[src/rtl/strobe_fifo_port.sv]
module strobe_fifo_port #(
  parameter int DW    = 16,
  parameter int DEPTH = 16
) (
  input  logic          clk,
  input  logic          rst_n,
  input  logic          mode_sel,
  input  logic          clk_out_sel,
  input  logic          host_stb,
  input  logic          host_dir,
  input  logic [DW-1:0] host_din,
  output logic [DW-1:0] host_dout,
  output logic          host_oe,
  output logic          rd_req,
  output logic          ovf_irq,
  input  logic          ovf_clr,
  input  logic          tx_wvalid,
  output logic          tx_wready,
  input  logic [DW-1:0] tx_wdata,
  output logic          tx_full,
  output logic          tx_empty,
  output logic [$clog2(DEPTH):0] tx_level,
  output logic          rx_rvalid,
  input  logic          rx_rready,
  output logic [DW-1:0] rx_rdata,
  output logic          rx_full,
  output logic          rx_empty,
  output logic [$clog2(DEPTH):0] rx_level
);
  localparam int AW = $clog2(DEPTH);
  localparam logic [AW:0] FULL_CNT = (AW+1)'(DEPTH);

  logic          ext_mode;
  logic [2:0]    stb_sy;
  logic [1:0]    dir_sy;
  logic          edge_ev, rd_ev, wr_ev;
  logic          oe_q;

  logic [DW-1:0] tx_mem [DEPTH];
  logic [AW-1:0] tx_wp, tx_rp;
  logic [AW:0]   tx_cnt;
  logic          tx_push, tx_pop;

  logic [DW-1:0] rx_mem [DEPTH];
  logic [AW-1:0] rx_wp, rx_rp;
  logic [AW:0]   rx_cnt;
  logic          rx_push, rx_pop;

  assign ext_mode = mode_sel & ~clk_out_sel;
  assign edge_ev  = ext_mode & stb_sy[1] & ~stb_sy[2];
  assign rd_ev    = edge_ev & dir_sy[1];
  assign wr_ev    = edge_ev & ~dir_sy[1];

  assign tx_full   = (tx_cnt == FULL_CNT);
  assign tx_empty  = (tx_cnt == '0);
  assign tx_level  = tx_cnt;
  assign tx_wready = ~tx_full;
  assign tx_push   = tx_wvalid & ~tx_full;
  assign tx_pop    = rd_ev & ~tx_empty;

  assign rx_full   = (rx_cnt == FULL_CNT);
  assign rx_empty  = (rx_cnt == '0);
  assign rx_level  = rx_cnt;
  assign rx_rvalid = ~rx_empty;
  assign rx_rdata  = rx_mem[rx_rp];
  assign rx_push   = wr_ev & ~rx_full;
  assign rx_pop    = rx_rready & ~rx_empty;

  assign rd_req  = ext_mode & ~tx_empty;
  assign host_oe = ext_mode & oe_q;

  always_ff @(posedge clk or negedge rst_n) begin
    if (!rst_n) begin
      stb_sy <= '0;
      dir_sy <= '0;
    end else begin
      stb_sy <= {stb_sy[1:0], host_stb};
      dir_sy <= {dir_sy[0], host_dir};
    end
  end

  always_ff @(posedge clk) begin
    if (tx_push) tx_mem[tx_wp] <= tx_wdata;
    if (rx_push) rx_mem[rx_wp] <= host_din;
  end

  always_ff @(posedge clk or negedge rst_n) begin
    if (!rst_n) begin
      tx_wp <= '0;
      tx_rp <= '0;
      tx_cnt <= '0;
      rx_wp <= '0;
      rx_rp <= '0;
      rx_cnt <= '0;
    end else begin
      if (tx_push) tx_wp <= tx_wp + 1'b1;
      if (tx_pop)  tx_rp <= tx_rp + 1'b1;
      if (tx_push && !tx_pop) tx_cnt <= tx_cnt + 1'b1;
      else if (tx_pop && !tx_push) tx_cnt <= tx_cnt - 1'b1;
      if (rx_push) rx_wp <= rx_wp + 1'b1;
      if (rx_pop)  rx_rp <= rx_rp + 1'b1;
      if (rx_push && !rx_pop) rx_cnt <= rx_cnt + 1'b1;
      else if (rx_pop && !rx_push) rx_cnt <= rx_cnt - 1'b1;
    end
  end

  always_ff @(posedge clk or negedge rst_n) begin
    if (!rst_n) begin
      host_dout <= '0;
      oe_q      <= 1'b0;
      ovf_irq   <= 1'b0;
    end else begin
      if (tx_pop) host_dout <= tx_mem[tx_rp];
      if (!ext_mode)  oe_q <= 1'b0;
      else if (rd_ev) oe_q <= 1'b1;
      else if (wr_ev) oe_q <= 1'b0;
      if (wr_ev && rx_full) ovf_irq <= 1'b1;
      else if (ovf_clr)     ovf_irq <= 1'b0;
    end
  end
endmodule

[config.mk]
export PLATFORM = sky130hd
export DESIGN_NAME = strobe_fifo_port
export DESIGN_NICKNAME = d
export VERILOG_FILES = /design/src/rtl/strobe_fifo_port.sv
export SDC_FILE = /design/constraint.sdc
export NUM_CORES = 1
export LEC_CHECK = 0
export BUFFER_PORTS_ARGS = -buffer_cell sky130_fd_sc_hd__buf_2
export CAP_MARGIN = 20
export CELL_PAD_IN_SITES_DETAIL_PLACEMENT = 1
export CELL_PAD_IN_SITES_GLOBAL_PLACEMENT = 1
export CORE_MARGIN = 3
export CORE_UTILIZATION = 40
export CTS_BUF_LIST = sky130_fd_sc_hd__clkbuf_4
export DETAILED_ROUTE_END_ITERATION = 8
export PLACE_DENSITY_LB_ADDON = 0.1
export SYNTH_ARGS = -nofsm -noshare
export SYNTH_HDL_FRONTEND = slang
export SYNTH_SLANG_ARGS = --single-unit
[constraint.sdc]
create_clock -name clk -period 5.6 [get_ports clk]
set_clock_uncertainty 0.05 [all_clocks]
set_input_delay 0.84 -clock clk [delete_from_list [all_inputs] [get_ports clk]]
set_output_delay 0.84 -clock clk [all_outputs]
set_load 0.1 [all_outputs]
**After elaboration in Yosys (flattened, before gate mapping)**

Memories as Yosys holds them, arrays and structs flattened. A register that Yosys moved wholly into a read port is not among the register bits.
Cells that the tools add are included.

- Add/subtract/negate cells: 8
- Equality and inequality tests: 3
- Muxes and demuxes: 13
- Bitwise operators: 18
- Reductions and logical operators: 15

Operator list:

| kind | count |
|---|---|
| $mux W5 | 4 |
| $add A4 B1 Y4 const B | 4 |
| $and A1 B1 Y1 | 11 |
| $add A5 B1 Y5 const B | 2 |
| $eq A5 B5 Y1 const B | 2 |
| $logic_not A5 Y1 | 2 |
| $sub A5 B1 Y5 const B | 2 |
| $mux W1 | 9 |
| $not A1 Y1 | 7 |
| $reduce_bool A2 Y1 | 3 |
| $logic_and A1 B1 Y1 | 5 |
| $logic_not A1 Y1 | 5 |
| $ne A3 B1 Y1 const B | 1 |

- Bits in registers: 33
- Bits in writable memories: 512
- Output and inout bits: 51
- Word-level logic and storage cells: 69
- Memories: 2

Memory list:

| memory | depth | bits a word | rd ports | clocked after memory_dff | write ports | line | text |
|---|---|---|---|---|---|---|---|
| rx_mem | 16 | 16 | 1 | 0 | 1 | 44 | `logic [DW-1:0] rx_mem [DEPTH];` |
| tx_mem | 16 | 16 | 1 | 1 | 1 | 39 | `logic [DW-1:0] tx_mem [DEPTH];` |

**Longest topological paths before layout**

- Word-level depth: 10
- Depth in mapped cells: 13
- Depth with buffers taken out: 12

**Worst setup path before layout**

Ideal clock, no wire load.

- Path type: reg2out
- Start: register tx_cnt[1] (netlist: tx_level[1])
- End: output port rd_req
- Arrival: 4.076 ns
- Path slack: 0.634 ns
- Cell stages (with the launch flop): 4
- Cells stage by stage: dfrtp_1 nor4_1 and2b_1 nor3b_1

- Word-level cells in the longest chain between the ends: 3

Ends and longest elaborated chain:

| what | line | text |
|---|---|---|
| from (decl) | 41 | `logic [AW:0] tx_cnt;` |
| from (signal assigned) | 98 | `if (tx_push && !tx_pop) tx_cnt <= tx_cnt + 1'b1;` |
| from (signal assigned) | 99 | `else if (tx_pop && !tx_push) tx_cnt <= tx_cnt - 1'b1;` |
| $logic_not A5 Y1 | 55 | `assign tx_empty = (tx_cnt == '0);` |
| named net tx_empty | 21 | `output logic tx_empty,` |
| $not A1 Y1 | 69 | `assign rd_req = ext_mode & ~tx_empty;` |
| $and A1 B1 Y1 | 69 |  |
| to (decl) | 14 | `output logic rd_req,` |

The timed path passes the listed nets, and every way through them passes these cells.

**Worst setup path after layout**

- Start: register rx_rp[0]
- End: output port rx_rdata[1]

- Word-level cells in the longest chain between the ends: 1

Ends and longest elaborated chain:

| what | line | text |
|---|---|---|
| from (decl) | 45 | `logic [AW-1:0] rx_wp, rx_rp;` |
| from (signal assigned) | 101 | `if (rx_pop) rx_rp <= rx_rp + 1'b1;` |
| $mem_v2 Z16 W16 | n/a |  |
| to (decl) | 25 | `output logic [DW-1:0] rx_rdata,` |

No other way between the ends.

==> results.yml <==
grt:
  grt_pass1_wl_um: 74800
  grt.overflow.total: 0
  grt_max_degree: 50
  antenna_found_initial: 3
  grt.total_usage_pct: 18.1
  grt_pass1_vias: 12000
logic_synthesis:
  synthSimpleGateAreaFrac_pct: 2.24
  syn_area_per_cell_um2: 21.7
  synthMuxAreaShare_pct: 16.8
  async_flop_share_pct: 8.73
  ys.warnings.count: 0
  synthDistinctLibCells: 38
  syn_nets: 1068
  synth_enable_flop_cells: 512
  synth-adder-area-share_pct: 1.21
  synth_xor_xnor_area_share_pct: 0.842
  syn_area_mm2: 0.0219
  synth-seq-area-share_pct: 76.0
  synth_top_family_by_area: "multiplexers"
  syn_inst: 1007
  synth-seq-cells: 561
  synth_compound_area_share_pct: 1.15
  synth-main-ff-cell: "edfxtp_1"
detailed_routing:
  drc: 0
  vias_per_cell: 5.19
  ant_nets: 0
  drt-wirelength-per-cell_um: 24.3
  dr.first_iter.drc_count: 559
  routed-via-count: 10700
  wl_um: 50000
  firstDrtPassIters: 5
clocking:
  post_cts_buffers: 0
  cts_buffers: 151
  htree_levels: 4
  clock_path_buffers: 3
  post_cts_resized: 0
  clk_pin_slew_worst_paths_ns: 0.06
  cts_root_buf: "clkbuf_4"
  cts_tree: "built"
  cts_num_sinks: 561
  insertion_delay_ns: 0.93
  cts_hold_buffers: 4
critical_path:
  crit_arrival_ns: 3.65
  startpoint_type: "register"
  crit_path_max_fanout: 42
  endpoint_kind: "primary output"
  cp.required_ns: 4.71
  ff2ff_path_depth: 12
  critical_path.startpoint: "rx_rp[0]$_DFFE_PN0P_"
  crit_type: "reg2out"
  r2r-start: "tx_level[1]$_DFFE_PN0P_"
pwr:
  switching_share_pct: 37.1
  p_seq_share_pct: 40.7
  ir_worst_vdd_uv: 380
  power_frac_clock_pct: 27.0
  p_comb_share_pct: 32.3
  power_mw: 13.2
  p_leak_nw: 8.59
  power_switching_mw: 4.90
  powerDensity_mw_per_mm2: 524
  p_int_mw: 8.32
timing:
  setup_violations: 0
  period_needed_ns: 4.54
  rsz0062_at_grt: "false"
  post-route-period-util_pct: 81.1
  tns_ns: 0
  report.final.slew_viol_count: 0
  slew_headroom_pct: 42.1
  clock.fmax_mhz: 220
  setup_ws_ns: 1.06
  worst_pin_slew_ns: 0.868
  hold_viol: 0
finish:
  layout_common_cells: "edfxtp_1 (512), clkbuf_4 (224), mux4_2 (131)"
  final_util_pct: 46.8
  mostFrequentLayoutCell: "edfxtp_1"
  nNetsFinal: 1308
  final_cell_area_mm2: 0.0253
  drive_above_1_share_pct: 41.1
  area_delta_synth_final_pct: 15.6
die:
  start_util_pct: 40.5
  die_h_um: 240
  die-area_mm2: 0.0575
  dieWidth_um: 240
  core_area_mm2: 0.0539
  io_pins: 92
  placementRows: 85
hold_path:
  holdPathStages: 3
  hp-start: "rx_rready"
  hold_path.class: "in2reg"
placed_design:
  place_ws_ns: 1.91
  place.port_buffers: 91
  postPlaceCellArea_mm2: 0.0233
  gp_congestion: 0.689
  hpwl_um: 27800
job:
  max_cap_viol_count: 0
run_status:
  status: "finished clean"
layout make-up:
cell class / count / area [µm²]
fillers: 5034 / 28700
flip-flops and latches: 561 / 16600
multi-input cells: 382 / 4980
clock buffers: 224 / 1680
well taps: 696 / 871
repair buffers: 137 / 823
clock inverters: 43 / 224
inverters: 14 / 52.6
diodes: 2 / 5.00
worst paths after layout:
| kind | to | slack, ns |
|---|---|---|
| setup reg to reg | tx_level[4]$_DFFE_PN0P_ | 2.76 |
| setup / recovery | rx_rdata[1] | 1.06 |
| hold reg to reg | dir_sy[1]$_DFF_PN0_ | 0.31 |
| min in group asynchronous | host_dout[13]$_DFFE_PN0P_ | 0.54 |
| max in group asynchronous | rx_rp[0]$_DFFE_PN0P_ | 4.31 |
| hold / removal | rx_rp[2]$_DFFE_PN0P_ | 0.18 |
per-layer routing:
metal	share of wire [%]	vias up	global-route usage [%]	routed length, µm
li1	-	4703	-	-
met1	42	5682	22.2	21200
met2	52	234	31.0	25900
met3	3.6	67	4.00	1820
met4	2.0	0	7.64	1020
met5	0	-	0	0
power by group through the flow:
stage | registers (mW) | logic [mW] | clock network, mW
detailed placement | 5.49 | 4.36 | 0
global route | 5.44 | 4.54 | 3.95
finish | 5.38 | 4.28 | 3.57
global placement | 5.47 | 4.33 | 0
floorplan | 5.76 | 3.19 | 0
CTS | 5.40 | 4.37 | 3.73
Yosys cell counts, types with 10 or more instances:
cell | instances | area share [%]
edfxtp_1 | 512 | 70
mux4_2 | 131 | 14
nand2_1 | 57 | 0.98
dfrtp_1 | 49 | 5.6
nor2_1 | 29 | 0.50
o21ai_1 | 25 | 0.57
mux2_2 | 19 | 0.98
ha_1 | 18 | 1.0
mux2i_1 | 17 | 0.78
clkbuf_1 | 16 | 0.27
xnor2_1 | 16 | 0.64
inv_1 | 14 | 0.24
o21ai_0 | 14 | 0.32
mux4_1 | 13 | 1.6
buf_4 | 10 | 0.34
logic make-up (layout without fill, tap and decap cells):
group / after synthesis / after routing
buffers and inverters: 64 / 418
other: 0 / 2
flip-flops: 561 / 561
adder cells (fa/ha/maj): 20 / 20
AND/OR/NAND/NOR: 113 / 113
multiplexers: 180 / 180
XOR/XNOR: 21 / 21
AO/OA/AOI/OAI: 48 / 48
per-stage QoR:
stage	std cells	hold slack (ns)
global placement	1786	0.287
global route	2058	0.120
detailed placement	1786	0.288
floorplan	1007	0.281
CTS	2057	0.0480
finish	2059	0.177
critical path: stages, from the launching register on:
cell	delay, ns
dfrtp_4	0.96
buf_4	0.35
mux4_1	0.58
mux4_2	0.50
buf_2	0.32
sequential cells by signal, summed over array words and instances, names as in the netlist:
register and flops:
ovf_irq 1, rx_level 5, rx_mem 256, host_dout 16, rx_wp 4, tx_level 5
tx_wp 4, oe_q 1, rx_rp 4, tx_mem 256, dir_sy 2, tx_rp 4
stb_sy 3
No activity file was read; power rests on OpenSTA's default activity.
